$ cat config.mk
export PLATFORM = sky130hd
export DESIGN_NAME = trap_entry_unit
export DESIGN_NICKNAME = d
export VERILOG_FILES = /design/src/rtl/trap_pkg.sv /design/src/rtl/trap_level_ctl.sv /design/src/rtl/trap_slot_file.sv /design/src/rtl/trap_ctx_update.sv /design/src/rtl/trap_entry_unit.sv
export SDC_FILE = /design/constraint.sdc
export NUM_CORES = 2
export LEC_CHECK = 0
export ABC_AREA = 1
export BUFFER_PORTS_ARGS = -buffer_cell sky130_fd_sc_hd__buf_2
export CORE_UTILIZATION = 60
export CTS_CLUSTER_DIAMETER = 150
export DETAILED_ROUTE_END_ITERATION = 8
export PLACE_DENSITY = 0.82
export REMOVE_ABC_BUFFERS = 1
export SETUP_SLACK_MARGIN = 0.5
export SYNTH_ARGS = -nofsm -noshare
export SYNTH_HDL_FRONTEND = slang
export SYNTH_SLANG_ARGS = --single-unit
$ cat constraint.sdc
create_clock -name clk -period 5.9 [get_ports clk]
set_input_delay 0.885 -clock clk [delete_from_list [all_inputs] [get_ports clk]]
set_output_delay 0.885 -clock clk [all_outputs]
set_load 0.02 [all_outputs]
$ cat src/rtl/trap_pkg.sv
package trap_pkg;

  typedef logic [8:0]  tt_t;
  typedef logic [12:0] pst_t;
  typedef logic [11:0] hst_t;
  typedef logic [42:0] tstate_t;

  typedef enum logic [1:0] {
    WIN_NONE  = 2'd0,
    WIN_CLEAN = 2'd1,
    WIN_SPILL = 2'd2,
    WIN_FILL  = 2'd3
  } win_cls_e;

  // window behaviour selected by code range
  function automatic win_cls_e classify_win(tt_t tt);
    if (tt == 9'h024)           return WIN_CLEAN;
    else if (tt[8:6] == 3'b010) return WIN_SPILL;
    else if (tt[8:6] == 3'b011) return WIN_FILL;
    else                        return WIN_NONE;
  endfunction

  function automatic logic is_spill_normal(tt_t tt);
    return tt[8:5] == 4'b0100;
  endfunction

  function automatic logic is_fill_normal(tt_t tt);
    return tt[8:5] == 4'b0110;
  endfunction

  function automatic tstate_t pack_tstate(logic [2:0] gl, logic [7:0] ccr,
                                          logic [7:0] asi, pst_t pst,
                                          logic [4:0] cwp);
    tstate_t w;
    w        = '0;
    w[4:0]   = cwp;
    w[20:8]  = pst;
    w[31:24] = asi;
    w[39:32] = ccr;
    w[42:40] = gl;
    return w;
  endfunction

  function automatic pst_t pstate_on_entry(pst_t p, logic hyp);
    pst_t r;
    r    = p;
    r[4] = 1'b1;
    r[3] = 1'b0;
    r[1] = 1'b0;
    if (hyp) begin
      r[2] = 1'b0;
      r[9] = 1'b0;
    end else begin
      r[2] = 1'b1;
      r[9] = p[8];
    end
    return r;
  endfunction

  function automatic hst_t hstate_on_entry(hst_t h, logic hyp);
    hst_t r;
    r = h;
    if (hyp) begin
      r[5]  = 1'b0;
      r[2]  = 1'b1;
      r[10] = 1'b0;
    end
    return r;
  endfunction

  function automatic logic [2:0] gl_on_entry(logic [2:0] gl, int unsigned max_gl);
    int unsigned n;
    n = 32'(gl) + 32'd1;
    if (n > max_gl) n = max_gl;
    return 3'(n);
  endfunction

  function automatic logic [4:0] cwp_on_entry(logic [4:0] cwp, logic [4:0] save,
                                              win_cls_e cls, int unsigned nwin);
    int unsigned s;
    case (cls)
      WIN_CLEAN: s = 32'(cwp) + 32'd1;
      WIN_SPILL: s = 32'(cwp) + 32'(save) + 32'd2;
      WIN_FILL:  s = 32'(cwp) + nwin - 32'd1;
      default:   s = 32'(cwp);
    endcase
    return 5'(s % nwin);
  endfunction

endpackage

$ cat src/rtl/trap_level_ctl.sv
module trap_level_ctl #(
  parameter int MAX_TL = 6
) (
  input  logic                           clk,
  input  logic                           rst_n,
  input  logic                           trap_vld,
  output logic [$clog2(MAX_TL+1)-1:0]    tl_o,
  output logic                           accept_o,
  output logic                           sat_o,
  output logic                           upd_vld_o,
  output logic                           err_o
);
  localparam int TL_W = $clog2(MAX_TL+1);
  localparam logic [TL_W-1:0] TL_TOP = TL_W'(MAX_TL);

  logic at_top;
  assign at_top   = (tl_o == TL_TOP);
  assign accept_o = trap_vld && !at_top;
  assign sat_o    = trap_vld && at_top;

  always_ff @(posedge clk or negedge rst_n) begin
    if (!rst_n) begin
      tl_o      <= '0;
      upd_vld_o <= 1'b0;
      err_o     <= 1'b0;
    end else begin
      upd_vld_o <= accept_o;
      err_o     <= sat_o;
      if (accept_o) tl_o <= tl_o + 1'b1;
    end
  end
endmodule

$ cat src/rtl/trap_slot_file.sv
module trap_slot_file
  import trap_pkg::*;
#(
  parameter int MAX_TL = 6,
  parameter int AW     = 64,
  parameter int TL_W   = 3
) (
  input  logic            clk,
  input  logic            rst_n,
  input  logic            we,
  input  logic [TL_W-1:0] wr_lvl,
  input  logic [AW-1:0]   wr_pc,
  input  logic [AW-1:0]   wr_npc,
  input  tstate_t         wr_tstate,
  input  hst_t            wr_htstate,
  input  tt_t             wr_tt,
  input  logic [TL_W-1:0] rd_lvl,
  output logic [AW-1:0]   rd_pc,
  output logic [AW-1:0]   rd_npc,
  output tstate_t         rd_tstate,
  output hst_t            rd_htstate,
  output tt_t             rd_tt
);
  typedef struct packed {
    logic [AW-1:0] pc;
    logic [AW-1:0] npc;
    tstate_t       ts;
    hst_t          hs;
    tt_t           tt;
  } slot_t;

  slot_t wr_slot;
  slot_t rd_slot;
  slot_t slot_w [MAX_TL];

  assign wr_slot = '{pc: wr_pc, npc: wr_npc, ts: wr_tstate, hs: wr_htstate, tt: wr_tt};

  for (genvar g = 0; g < MAX_TL; g++) begin : g_slot
    localparam logic [TL_W-1:0] LVL = TL_W'(g + 1);
    slot_t q;
    always_ff @(posedge clk or negedge rst_n) begin
      if (!rst_n)                    q <= '0;
      else if (we && wr_lvl == LVL)  q <= wr_slot;
    end
    assign slot_w[g] = q;
  end

  always_comb begin
    rd_slot = '0;
    for (int i = 0; i < MAX_TL; i++)
      if (rd_lvl == TL_W'(i + 1)) rd_slot = slot_w[i];
  end

  assign rd_pc      = rd_slot.pc;
  assign rd_npc     = rd_slot.npc;
  assign rd_tstate  = rd_slot.ts;
  assign rd_htstate = rd_slot.hs;
  assign rd_tt      = rd_slot.tt;
endmodule

$ cat src/rtl/trap_ctx_update.sv
module trap_ctx_update
  import trap_pkg::*;
#(
  parameter int NWIN   = 8,
  parameter int MAX_GL = 3,
  parameter int AW     = 64,
  parameter int CWP_W  = 3
) (
  input  logic             clk,
  input  logic             rst_n,
  input  logic             accept,
  input  logic             hyp,
  input  win_cls_e         win_cls,
  input  logic             redir_hit,
  input  logic [AW-1:0]    redir_base,
  input  logic [2:0]       gl_i,
  input  pst_t             pstate_i,
  input  hst_t             hstate_i,
  input  logic [CWP_W-1:0] cwp_i,
  input  logic [CWP_W-1:0] save_i,
  output logic [2:0]       gl_o,
  output pst_t             pstate_o,
  output hst_t             hstate_o,
  output logic [CWP_W-1:0] cwp_o,
  output logic             cwp_wr_o,
  output logic             redir_o,
  output logic [AW-1:0]    redir_pc_o,
  output logic [AW-1:0]    redir_npc_o,
  output logic [AW-1:0]    redir_nnpc_o
);
  logic [4:0] cwp_next;
  assign cwp_next = cwp_on_entry(5'(cwp_i), 5'(save_i), win_cls, NWIN);

  always_ff @(posedge clk or negedge rst_n) begin
    if (!rst_n) begin
      gl_o         <= '0;
      pstate_o     <= '0;
      hstate_o     <= '0;
      cwp_o        <= '0;
      cwp_wr_o     <= 1'b0;
      redir_o      <= 1'b0;
      redir_pc_o   <= '0;
      redir_npc_o  <= '0;
      redir_nnpc_o <= '0;
    end else begin
      cwp_wr_o <= accept && (win_cls != WIN_NONE);
      redir_o  <= accept && redir_hit;
      if (accept) begin
        gl_o     <= gl_on_entry(gl_i, MAX_GL);
        pstate_o <= pstate_on_entry(pstate_i, hyp);
        hstate_o <= hstate_on_entry(hstate_i, hyp);
        cwp_o    <= CWP_W'(cwp_next);
        if (redir_hit) begin
          redir_pc_o   <= redir_base;
          redir_npc_o  <= redir_base + AW'(4);
          redir_nnpc_o <= redir_base + AW'(8);
        end
      end
    end
  end
endmodule

$ cat src/rtl/trap_entry_unit.sv
module trap_entry_unit
  import trap_pkg::*;
#(
  parameter int NWIN   = 8,
  parameter int MAX_TL = 6,
  parameter int MAX_GL = 3,
  parameter int AW     = 64
) (
  input  logic                           clk,
  input  logic                           rst_n,
  input  logic                           trap_vld_i,
  input  logic [8:0]                     trap_code_i,
  input  logic                           hyp_dlv_i,
  input  logic [AW-1:0]                  pc_i,
  input  logic [AW-1:0]                  npc_i,
  input  logic [2:0]                     gl_i,
  input  logic [7:0]                     ccr_i,
  input  logic [7:0]                     asi_i,
  input  logic [12:0]                    pstate_i,
  input  logic [11:0]                    hstate_i,
  input  logic [$clog2(NWIN)-1:0]        cwp_i,
  input  logic [$clog2(NWIN)-1:0]        savecnt_i,
  input  logic [AW-1:0]                  spill_base_i,
  input  logic [AW-1:0]                  fill_base_i,
  input  logic [$clog2(MAX_TL+1)-1:0]    rd_lvl_i,
  output logic [$clog2(MAX_TL+1)-1:0]    tl_o,
  output logic                           upd_vld_o,
  output logic                           tl_err_o,
  output logic [2:0]                     gl_o,
  output logic [12:0]                    pstate_o,
  output logic [11:0]                    hstate_o,
  output logic [$clog2(NWIN)-1:0]        cwp_o,
  output logic                           cwp_wr_o,
  output logic                           redir_o,
  output logic [AW-1:0]                  redir_pc_o,
  output logic [AW-1:0]                  redir_npc_o,
  output logic [AW-1:0]                  redir_nnpc_o,
  output logic [AW-1:0]                  rd_tpc_o,
  output logic [AW-1:0]                  rd_tnpc_o,
  output logic [42:0]                    rd_tstate_o,
  output logic [11:0]                    rd_htstate_o,
  output logic [8:0]                     rd_tt_o
);
  localparam int TL_W  = $clog2(MAX_TL+1);
  localparam int CWP_W = $clog2(NWIN);

  // named internal events
  logic            trap_accept;
  logic            trap_sat;
  logic            redir_hit;
  win_cls_e        win_cls;
  logic [AW-1:0]   redir_base;
  logic [TL_W-1:0] tl_new;
  tstate_t         saved_word;

  assign win_cls    = classify_win(trap_code_i);
  assign redir_hit  = is_spill_normal(trap_code_i) || is_fill_normal(trap_code_i);
  assign redir_base = is_spill_normal(trap_code_i) ? spill_base_i : fill_base_i;
  assign tl_new     = tl_o + 1'b1;
  assign saved_word = pack_tstate(gl_i, ccr_i, asi_i, pstate_i, 5'(cwp_i));

  trap_level_ctl #(.MAX_TL(MAX_TL)) u_lvl (
    .clk       (clk),
    .rst_n     (rst_n),
    .trap_vld  (trap_vld_i),
    .tl_o      (tl_o),
    .accept_o  (trap_accept),
    .sat_o     (trap_sat),
    .upd_vld_o (upd_vld_o),
    .err_o     (tl_err_o)
  );

  trap_slot_file #(.MAX_TL(MAX_TL), .AW(AW), .TL_W(TL_W)) u_slots (
    .clk        (clk),
    .rst_n      (rst_n),
    .we         (trap_accept),
    .wr_lvl     (tl_new),
    .wr_pc      (pc_i),
    .wr_npc     (npc_i),
    .wr_tstate  (saved_word),
    .wr_htstate (hstate_i),
    .wr_tt      (trap_code_i),
    .rd_lvl     (rd_lvl_i),
    .rd_pc      (rd_tpc_o),
    .rd_npc     (rd_tnpc_o),
    .rd_tstate  (rd_tstate_o),
    .rd_htstate (rd_htstate_o),
    .rd_tt      (rd_tt_o)
  );

  trap_ctx_update #(.NWIN(NWIN), .MAX_GL(MAX_GL), .AW(AW), .CWP_W(CWP_W)) u_ctx (
    .clk          (clk),
    .rst_n        (rst_n),
    .accept       (trap_accept),
    .hyp          (hyp_dlv_i),
    .win_cls      (win_cls),
    .redir_hit    (redir_hit),
    .redir_base   (redir_base),
    .gl_i         (gl_i),
    .pstate_i     (pstate_i),
    .hstate_i     (hstate_i),
    .cwp_i        (cwp_i),
    .save_i       (savecnt_i),
    .gl_o         (gl_o),
    .pstate_o     (pstate_o),
    .hstate_o     (hstate_o),
    .cwp_o        (cwp_o),
    .cwp_wr_o     (cwp_wr_o),
    .redir_o      (redir_o),
    .redir_pc_o   (redir_pc_o),
    .redir_npc_o  (redir_npc_o),
    .redir_nnpc_o (redir_nnpc_o)
  );
endmodule

==> results.toml <==
[setup_path]
worstSetupPathType = "primary input to output port"
cp_max_fo = 42
path_cells = "buf_2, inv_1, nand3_4, buf_4, o22ai_1, a221oi_1, nand3_1, buf_2"
cp.depth = 8
crit_path_top_delay_cell = "buf_4"
cp.arrival_ns = 3.16
cp-end-kind = "output port"
crit_buf_inv = 4
crit_top_cell = "buf_2"
reg2regPathDepth = 10
slowest_delay_ns = 0.63
crit_family = "buffers and inverters"
worstSetupStartpointType = "primary input"
required_ns = 5.02

[timing]
skew_ns = 0.0177
rsz0062_at_grt = "false"
setup_ws_ns = 1.85
slew_headroom_pct = 23.0
timing.fmax_mhz = 247
tns_ns = 0
setup_violations = 0
fin_crit_sh_pct = 68.6
drv_slew = 0
hold_viol_final = 0
tightestPinTransition_ns = 1.15
fin_crit_ns = 4.05

[yosys]
syn_area_um2 = 59100
synth.avg_cell_area_um2 = 8.38
synth-seq-area-share_pct = 56.2
ys_ff_latch = 1327
synth_enable_flop_cells = 0
syn_inst = 7048
ys_types = 45
yosysWarnings = 0
synth_ff_type = "dfrtp_1"
async_flop_share_pct = 100

[clock_tree]
clk_pin_slew_worst_paths_ns = 0.06
clock_path_buffers = 3
cts_inserted_buffers = 137
clockRootBuffer = "clkbuf_16"
cts_sinks = 1327
insertion_delay_ns = 0.74
cts_tree = "built"
postCtsSetupRepairBufs = 0
htreeDepth = 4
post_cts_resized = 0
cts.hold.buffers_added = 0

[cells_and_area]
ff_latch_area_um2 = 33200
final_cell_area_um2 = 68200
layout_commonest_cell = "nand2_1"
utilization_pct = 70.2
fin_cells = 8962
drive_above_1_share_pct = 15.3
area_delta_synth_final_pct = 15.3
final_net_count = 7892
multi_input_area_um2 = 21500
fill_cells = 7464
final_cell_mix = "nand2_1, dfrtp_1, o21ai_0"

[power]
p_per_area_nw_per_um2 = 490
p_leak_uw = 0.0341
peakVddDrop_uv = 389

[global_route]
overflow = 0
grt_pass1_wl_um = 289000
grt_usage_pct = 37.4
grt_pass1_vias = 51000
antenna_found_initial = 37
grt_max_degree = 193

[route]
vias = 53600
wl_per_cell_um = 21.1
vias_per_cell = 5.99
drt_iter0_drc = 6545
drt_pass1_iterations = 8
drt_wl_total_um = 189000
ant_nets = 0
drt_drc_violations_left = 0

[floorplanning]
num_io_pins = 744
core_um2 = 97100
die_x_um = 316
die_h_um = 316
start_util_pct = 60.8
dieArea_um2 = 99800
rows = 114

[placed_design]
post-dp-hpwl_um = 121000
placed_area_um2 = 63600
pre_cts_slack_ns = 1.60
dp_cells = 8693
portBuffers = 733
place_congestion = 1.04

[run_status]
outcome = "finished, final reports clean"

[min_path]
min_path_type = "primary input to asynchronous set/reset pin"

[job]
drv_cap = 0
## registers in the layout, indices dropped and copies added, names as in the netlist
name / cells
u_slots.g_slot.q: 1104
u_ctx.redir_nnpc_o: 64
u_ctx.redir_npc_o: 62
u_ctx.redir_pc_o: 61
u_ctx.hstate_o: 12
u_ctx.pstate_o: 11
u_ctx.cwp_o: 3
u_ctx.gl_o: 3
u_lvl.tl_o: 3
u_ctx.cwp_wr_o: 1
u_ctx.redir_o: 1
u_lvl.err_o: 1
u_lvl.upd_vld_o: 1
## final timing paths
| path | start | end | slack [ns] |
|---|---|---|---|
| setup / recovery | rd_lvl_i[2] | rd_tpc_o[21] | 1.85 |
| hold / removal | rst_n | u_slots.g_slot[4].q[164] | 0.18 |
| setup reg to reg | u_lvl.tl_o[0] | u_ctx.redir_nnpc_o[48] | 2.00 |
| hold reg to reg | u_ctx.redir_pc_o[21] | u_ctx.redir_pc_o[21] | 0.47 |
| max in group asynchronous | rst_n | u_ctx.hstate_o[6] | 4.18 |
| min in group clk | trap_vld_i | u_lvl.err_o | 0.37 |
## stage by stage
stage / hold WS, ns / total power, uW
floorplan: 0.453 / 21400
detailed placement: 0.456 / 24500
CTS: 0.175 / 33300
global placement: 0.454 / 23900
finish: 0.180 / 33400
global route: 0.210 / 35400
## power by group
part | internal, uW | switching, uW | total (uW)
clock network | 5100 | 3650 | 8750
registers | 12900 | 2240 | 15200
logic | 3190 | 6330 | 9520
## layer usage
metal / vias up / wire, um / GRT usage (%)
met2: 2912 / 86700 / 57.6
met4: 28 / 11000 / 21.4
met1: 26100 / 72600 / 49.0
met5: - / 178 / 0
met3: 574 / 18400 / 8.76
li1: 24000 / - / -
## final cells by class
class	count	share of cell area (%)
flip-flops and latches	1327	48.7
clock inverters	43	0.725
well taps	1276	2.34
diodes	27	0.0991
repair buffers	799	6.66
multi-input cells	4558	31.5
inverters	733	4.04
clock buffers	199	5.91
## cells in the mapped netlist, types with 18 or more instances
master,number,area [um2]
nor2_1,305,1140
clkbuf_1,372,1400
a221oi_1,184,1610
o21ai_0,1160,5810
dfrtp_1,1327,33200
buf_4,24,180
o211ai_1,19,143
inv_2,40,150
nand2_1,2060,7730
o22ai_1,185,1160
nand2_2,23,144
nand3b_1,18,135
nand4_1,20,125
buf_1,26,97.6
nand3_1,388,1940
a21oi_1,30,150
inv_1,688,2580
nor2_2,56,350
## logic make-up after synthesis
kind of cell	Yosys count	synth area share (%)
other	1	0.00635
DFF	1327	56.2
and+or+nand+nor	2907	20.2
xor gates and xnor gates	8	0.119
buffers and inverters	1172	7.73
muxes	2	0.0360
adders and majority gates	14	0.296
AOI/OAI and AO/OA	1617	15.5
(Power assumes the default switching activity.)
